File: config.mk
export PLATFORM = sky130hd
export DESIGN_NAME = wake_polarity_norm
export DESIGN_NICKNAME = d
export VERILOG_FILES = /design/src/rtl/wake_norm_pkg.sv /design/src/rtl/wake_sync.sv /design/src/rtl/wake_regfile.sv /design/src/rtl/wake_pin_cond.sv /design/src/rtl/wake_polarity_norm.sv
export SDC_FILE = /design/constraint.sdc
export NUM_CORES = 2
export LEC_CHECK = 0
export ABC_AREA = 1
export ABC_CLOCK_PERIOD_IN_PS = 41500
export BUFFER_PORTS_ARGS = -buffer_cell sky130_fd_sc_hd__buf_2
export CAP_MARGIN = 40
export CORE_UTILIZATION = 35
export CTS_CLUSTER_DIAMETER = 30
export CTS_CLUSTER_SIZE = 10
export DETAILED_ROUTE_END_ITERATION = 10
export SYNTH_ARGS = -nofsm -noshare
export SYNTH_HDL_FRONTEND = slang
export SYNTH_SLANG_ARGS = --single-unit
File: constraint.sdc
create_clock -name clk -period 41.5 [get_ports clk]
set_input_delay 4.15 -clock clk [delete_from_list [all_inputs] [get_ports clk]]
set_output_delay 4.15 -clock clk [all_outputs]
set_load 0.03 [all_outputs]
File: src/rtl/wake_norm_pkg.sv
package wake_norm_pkg;
  localparam logic [2:0] TRIG_LVL_LO = 3'b000;
  localparam logic [2:0] TRIG_FALL   = 3'b010;
  localparam logic [2:0] TRIG_LVL_HI = 3'b100;
  localparam logic [2:0] TRIG_RISE   = 3'b110;
  localparam logic [2:0] TRIG_BOTH   = 3'b111;

  localparam int unsigned BANK_WORD_BASE = 'h4;
  localparam int unsigned CFG_WORD_BASE  = 'h44;
  localparam int unsigned VER_WORD       = 'h400;
  localparam logic [31:0] VER_SPLIT      = 32'h0003_0200;
  localparam int unsigned CFG_EN_BIT     = 3;
endpackage

File: src/rtl/wake_sync.sv
module wake_sync #(
  parameter int unsigned WIDTH = 8
) (
  input  logic             clk,
  input  logic             rst_n,
  input  logic [WIDTH-1:0] d_i,
  output logic [WIDTH-1:0] q_o
);
  logic [WIDTH-1:0] meta_q;
  logic [WIDTH-1:0] sync_q;

  always_ff @(posedge clk or negedge rst_n) begin
    if (!rst_n) begin
      meta_q <= '0;
      sync_q <= '0;
    end else begin
      meta_q <= d_i;
      sync_q <= meta_q;
    end
  end

  assign q_o = sync_q;
endmodule

File: src/rtl/wake_regfile.sv
module wake_regfile
  import wake_norm_pkg::*;
#(
  parameter int unsigned NUM_PINS = 40,
  parameter int unsigned ADDR_W   = 12,
  parameter logic [31:0] VERSION  = 32'h0003_0200
) (
  input  logic                     clk,
  input  logic                     rst_n,
  input  logic                     wr_en,
  input  logic [ADDR_W-1:0]        addr,
  input  logic [31:0]              wr_data,
  output logic [31:0]              rd_data,
  output logic [NUM_PINS-1:0][2:0] pin_type,
  output logic [NUM_PINS-1:0]      pin_en
);
  localparam int unsigned NUM_BANKS = (NUM_PINS + 31) / 32;
  localparam bit          LEGACY    = (VERSION < VER_SPLIT);

  logic [NUM_PINS-1:0][31:0] cfg_q, cfg_d;
  logic [NUM_PINS-1:0]       en_q, en_d;
  logic                      bank_hit;

  always_comb begin
    bank_hit = (addr >= ADDR_W'(BANK_WORD_BASE)) &&
               (addr <  ADDR_W'(BANK_WORD_BASE + NUM_BANKS));
  end

  // next state
  always_comb begin
    cfg_d = cfg_q;
    en_d  = en_q;
    if (wr_en) begin
      for (int i = 0; i < NUM_PINS; i++) begin
        if (addr == ADDR_W'(CFG_WORD_BASE + i)) cfg_d[i] = wr_data;
        if (LEGACY && (addr == ADDR_W'(BANK_WORD_BASE + i / 32)))
          en_d[i] = wr_data[i % 32];
      end
    end
  end

  // registers, clock-enabled by the write strobe
  always_ff @(posedge clk or negedge rst_n) begin
    if (!rst_n) begin
      cfg_q <= '0;
      en_q  <= '0;
    end else if (wr_en) begin
      cfg_q <= cfg_d;
      en_q  <= en_d;
    end
  end

  // read mux
  always_comb begin
    rd_data = '0;
    if (addr == ADDR_W'(VER_WORD)) rd_data = VERSION;
    for (int i = 0; i < NUM_PINS; i++) begin
      if (addr == ADDR_W'(CFG_WORD_BASE + i)) rd_data = cfg_q[i];
      if (LEGACY && (addr == ADDR_W'(BANK_WORD_BASE + i / 32)))
        rd_data[i % 32] = en_q[i];
    end
  end

  for (genvar g = 0; g < NUM_PINS; g++) begin : g_pin
    assign pin_type[g] = cfg_q[g][2:0];
    if (LEGACY) begin : g_bank_en
      assign pin_en[g] = en_q[g];
    end else begin : g_cfg_en
      assign pin_en[g] = cfg_q[g][CFG_EN_BIT];
    end
  end

  assert_cfg_hold_R2: assert property (@(posedge clk) disable iff (!rst_n)
    !wr_en |=> $stable(cfg_q));

  if (!LEGACY) begin : g_new_chk
    assert_bank_ignored_R5: assert property (@(posedge clk) disable iff (!rst_n)
      (wr_en && bank_hit) |=> $stable(pin_en));
  end else begin : g_old_chk
    assert_bank_only_R4: assert property (@(posedge clk) disable iff (!rst_n)
      (wr_en && !bank_hit) |=> $stable(pin_en));
  end
endmodule

File: src/rtl/wake_pin_cond.sv
module wake_pin_cond
  import wake_norm_pkg::*;
(
  input  logic       clk,
  input  logic       rst_n,
  input  logic       sync_i,
  input  logic [2:0] type_i,
  input  logic       en_i,
  output logic       out_o
);
  logic prev_q;
  logic out_q, out_d;
  logic invert, now_n, prev_n, hit;

  // Edge history is kept in raw polarity, so a type change never fakes an edge.
  always_comb begin
    invert = (type_i == TRIG_LVL_LO) || (type_i == TRIG_FALL);
    now_n  = sync_i ^ invert;
    prev_n = prev_q ^ invert;
    unique case (type_i)
      TRIG_LVL_LO, TRIG_LVL_HI: hit = now_n;
      TRIG_FALL, TRIG_RISE:     hit = now_n & ~prev_n;
      TRIG_BOTH:                hit = sync_i ^ prev_q;
      default:                  hit = 1'b0;
    endcase
    out_d = en_i & hit;
  end

  // History tracks the input even while disabled: no stale edge on enable.
  always_ff @(posedge clk or negedge rst_n) begin
    if (!rst_n) begin
      prev_q <= 1'b0;
      out_q  <= 1'b0;
    end else begin
      prev_q <= sync_i;
      out_q  <= out_d;
    end
  end

  assign out_o = out_q;

  assert_disabled_low_R11: assert property (@(posedge clk) disable iff (!rst_n)
    !en_i |=> !out_q);

  assert_rise_single_R8: assert property (@(posedge clk) disable iff (!rst_n)
    (out_q && type_i == TRIG_RISE) |=> (!out_q || type_i != TRIG_RISE));

  assert_level_follow_R6: assert property (@(posedge clk) disable iff (!rst_n)
    (en_i && type_i == TRIG_LVL_HI) |=> (out_q == $past(sync_i)));

  assert_reserved_low_R13: assert property (@(posedge clk) disable iff (!rst_n)
    (type_i == 3'b001 || type_i == 3'b011 || type_i == 3'b101) |=> !out_q);
endmodule

File: src/rtl/wake_polarity_norm.sv
module wake_polarity_norm
  import wake_norm_pkg::*;
#(
  parameter int unsigned NUM_PINS = 40,
  parameter int unsigned ADDR_W   = 12,
  parameter logic [31:0] VERSION  = 32'h0003_0200
) (
  input  logic                clk,
  input  logic                rst_n,
  input  logic                wr_en,
  input  logic [ADDR_W-1:0]   addr,
  input  logic [31:0]         wr_data,
  output logic [31:0]         rd_data,
  input  logic [NUM_PINS-1:0] irq_in,
  output logic [NUM_PINS-1:0] irq_out
);
  logic                      rst_meta_q, rst_sync_q;
  logic [NUM_PINS-1:0]       irq_sync;
  logic [NUM_PINS-1:0][2:0]  pin_type;
  logic [NUM_PINS-1:0]       pin_en;

  // asynchronous assert, synchronous release
  always_ff @(posedge clk or negedge rst_n) begin
    if (!rst_n) begin
      rst_meta_q <= 1'b0;
      rst_sync_q <= 1'b0;
    end else begin
      rst_meta_q <= 1'b1;
      rst_sync_q <= rst_meta_q;
    end
  end

  wake_regfile #(
    .NUM_PINS (NUM_PINS),
    .ADDR_W   (ADDR_W),
    .VERSION  (VERSION)
  ) u_regs (
    .clk      (clk),
    .rst_n    (rst_sync_q),
    .wr_en    (wr_en),
    .addr     (addr),
    .wr_data  (wr_data),
    .rd_data  (rd_data),
    .pin_type (pin_type),
    .pin_en   (pin_en)
  );

  wake_sync #(.WIDTH(NUM_PINS)) u_sync (
    .clk   (clk),
    .rst_n (rst_sync_q),
    .d_i   (irq_in),
    .q_o   (irq_sync)
  );

  for (genvar g = 0; g < NUM_PINS; g++) begin : g_cond
    wake_pin_cond u_cond (
      .clk    (clk),
      .rst_n  (rst_sync_q),
      .sync_i (irq_sync[g]),
      .type_i (pin_type[g]),
      .en_i   (pin_en[g]),
      .out_o  (irq_out[g])
    );
  end
endmodule

==> reports/results.tsv <==
metric	value	unit
synth.most_common_cell	nand2_1	
synth.distinct_cells	41	
outcome	completed	
synth_area	61300	um2
maxCapViolCount	0	
start_util	35.2	%
finClkSkew	0.0405	ns
post_cts_resized	0	
worst_ep_arrival_time	11.14	ns
grt_pass1_wl	289000	um
rows	153	
drc	0	
insertion_delay	0.89	ns
cts_buffers	350	
cp_max_fo	45	
wl_per_cell	19.2	um
synth_largest_area_cell	dfrtp_1	
seq_area_frac_synth	58.9	%
num_vias	49800	
ios	159	
ir_worst_vdd	0.0359	mV
dp_hpwl	115000	um
fmax	65.4	MHz
die_x	420	um
core_area	174000	um2
synthTopCellsByArea	dfrtp_1, nand2_1, o21ai_0, clkbuf_1, a221oi_1	
drt_wl_total	185000	um
grt.overflow.total	0	
rsz0062_at_grt	false	
cp_data_required_time	37.35	ns
clk_pin_slew	0.04	ns
nNetsFinal	7164	
worst_pin_slew	0.949	ns
power_leakage	35.7	nW
synth_cells	6943	
area_growth	24.9	%
ys_warn_count	0	
finalSetupViolations	0	
final.period_utilization	36.8	%
cts.path.max_buffers	4	
synth_ff_type	dfrtp_1	
crit_type	primary input to output pin	
nFillCells	16700	
synth_edf_count	0	
viasPerCell	5.15	
antenna_found_initial	6	
dieArea	177000	um2
synth-seq-cells	1442	
cts_hold_buf	0	
holdWs	0.287	ns
post_cts_buffers	0	
max_slew_margin	36.8	%
finalCriticalPeriod	15.29	ns
setup_tns	0	ns
place_congestion	0.827	
crit_path_end_kind	output pin	
grt_pass1_vias	48800	
dr.pass1.iters	6	
yosys-top-cells-count	nand2_1, dfrtp_1, o21ai_0	
holdCritPathClass	register to async pin	
clock_sinks	1442	
grt_max_degree	164	
pwr_density_cell	55.9	nW/um2
synth_top_area_share	58.9	%
syn_nets	7030	
syn_avg_cell_area	8.82	um2
layout-drive-gt1-share	15.1	%
maxSlewViolCount	0	
detail-route-antenna-nets	0	
grt_usage	21.0	%
cts_tree	done	
cts_root_buf	clkbuf_16	
start_kind	primary input	
htree_num_levels	5	
final-hold-violation-count	0	
drt_iter0_markers	4534	
synth-async-reset-ratio	100	%
die_h	420	um
io_buffers	158	
[logic make-up after synthesis]
family / Yosys count / synth area share, %
and+or+nand+nor: 2888 / 19.1
xor gates and xnor gates: 40 / 0.572
buffers and inverters: 757 / 4.97
other: 1 / 0.00612
DFF: 1442 / 58.9
AOI/OAI and AO/OA: 1815 / 16.4
[layer usage]
| metal | up-vias | track usage (%) | part of all wire (%) |
|---|---|---|---|
| met2 | 1367 | 35.7 | 50 |
| met5 | - | 0 | 0.017 |
| li1 | 23400 | - | - |
| met3 | 364 | 3.63 | 5.2 |
| met1 | 24600 | 26.7 | 42 |
| met4 | 4 | 7.58 | 3.1 |
[final cells by class]
cell class	count	area, um2	area share (%)
Clock buffer	464	9980	13.0
Antenna cell	2	5.00	0.00654
Clock inverter	148	2050	2.68
Tap cell	2325	2910	3.80
Sequential cell	1442	36100	47.2
Timing Repair Buffer	321	2320	3.04
Inverter	218	821	1.07
Multi-Input combinational cell	4744	22300	29.2
[sequential cells by signal (all words and copies together) (netlist names)]
register / count
g_cond.u_cond.out_o: 40
g_cond.u_cond.prev_q: 40
rst_meta_q: 1
rst_sync_q: 1
u_regs.cfg_q: 1120
u_regs.pin_en: 40
u_regs.pin_type: 120
u_sync.meta_q: 40
u_sync.q_o: 40
[where the power goes]
part	internal (mW)	total (mW)	leakage, nW	switching, mW
Sequential	1.42	1.43	19.9	0.00772
Clock	1.96	2.76	5.90	0.804
Combinational	0.0171	0.0874	9.90	0.0703
[final timing paths]
kind	from	to	slack, ns	depth (start not counted)
min	rst_sync_q	g_cond[38].u_cond.out_o	0.29	0
min in group clk	u_sync.meta_q[11]	u_sync.q_o[11]	0.34	0
max reg2reg	rst_sync_q	u_regs.pin_en[17]	38.05	5
max in group asynchronous	rst_sync_q	u_regs.pin_en[17]	38.05	5
max	addr[10]	rd_data[5]	26.21	26
min reg2reg	rst_sync_q	g_cond[38].u_cond.out_o	0.29	0
[cells in the final DEF (no fill, tap or decap), types with 47 or more instances in the layout]
cell       instances
nand2_1         2393
dfrtp_1         1441
o21ai_0         1323
clkbuf_16        359
inv_1            192
a221oi_1         192
a21oi_1          183
nand3_1          174
buf_2            159
buf_4            144
or2_2            132
nor2_1            71
clkinv_2          62
clkbuf_8          60
bufinv_16         47
[worst max-delay path, stage by stage]
cell	delay [ns]
buf_2	0.10
nor2_2	0.05
nand2_4	0.54
nor3_2	0.11
buf_4	0.26
nand2_1	0.09
nand2_1	0.05
a221oi_1	0.32
nand3_1	0.16
a221oi_1	0.33
nand3_1	0.13
a221oi_1	0.64
nand3_1	0.20
a221oi_1	0.26
nand3_1	0.19
a221oi_1	0.54
nand3_1	0.19
a221oi_1	0.55
nand3_1	0.19
a221oi_1	0.39
nand4_1	0.19
a221oi_1	0.40
nand4_1	0.16
a221oi_1	0.41
nand3_1	0.24
buf_2	0.25
[through the flow]
step	area, um2	util (%)	std cells	setup WS [ns]	total power, mW
after floorplan	61300	-	6943	18.14	1.50
after global placement	64000	36.8	9027	26.14	1.53
after detailed placement	64500	37.1	9050	26.19	1.54
after CTS	76500	44.0	9662	26.16	4.32
after global routing	76500	44.0	9664	25.47	4.40
final	76500	44.0	9664	26.21	4.28
Power figures use the tool's default switching activity.
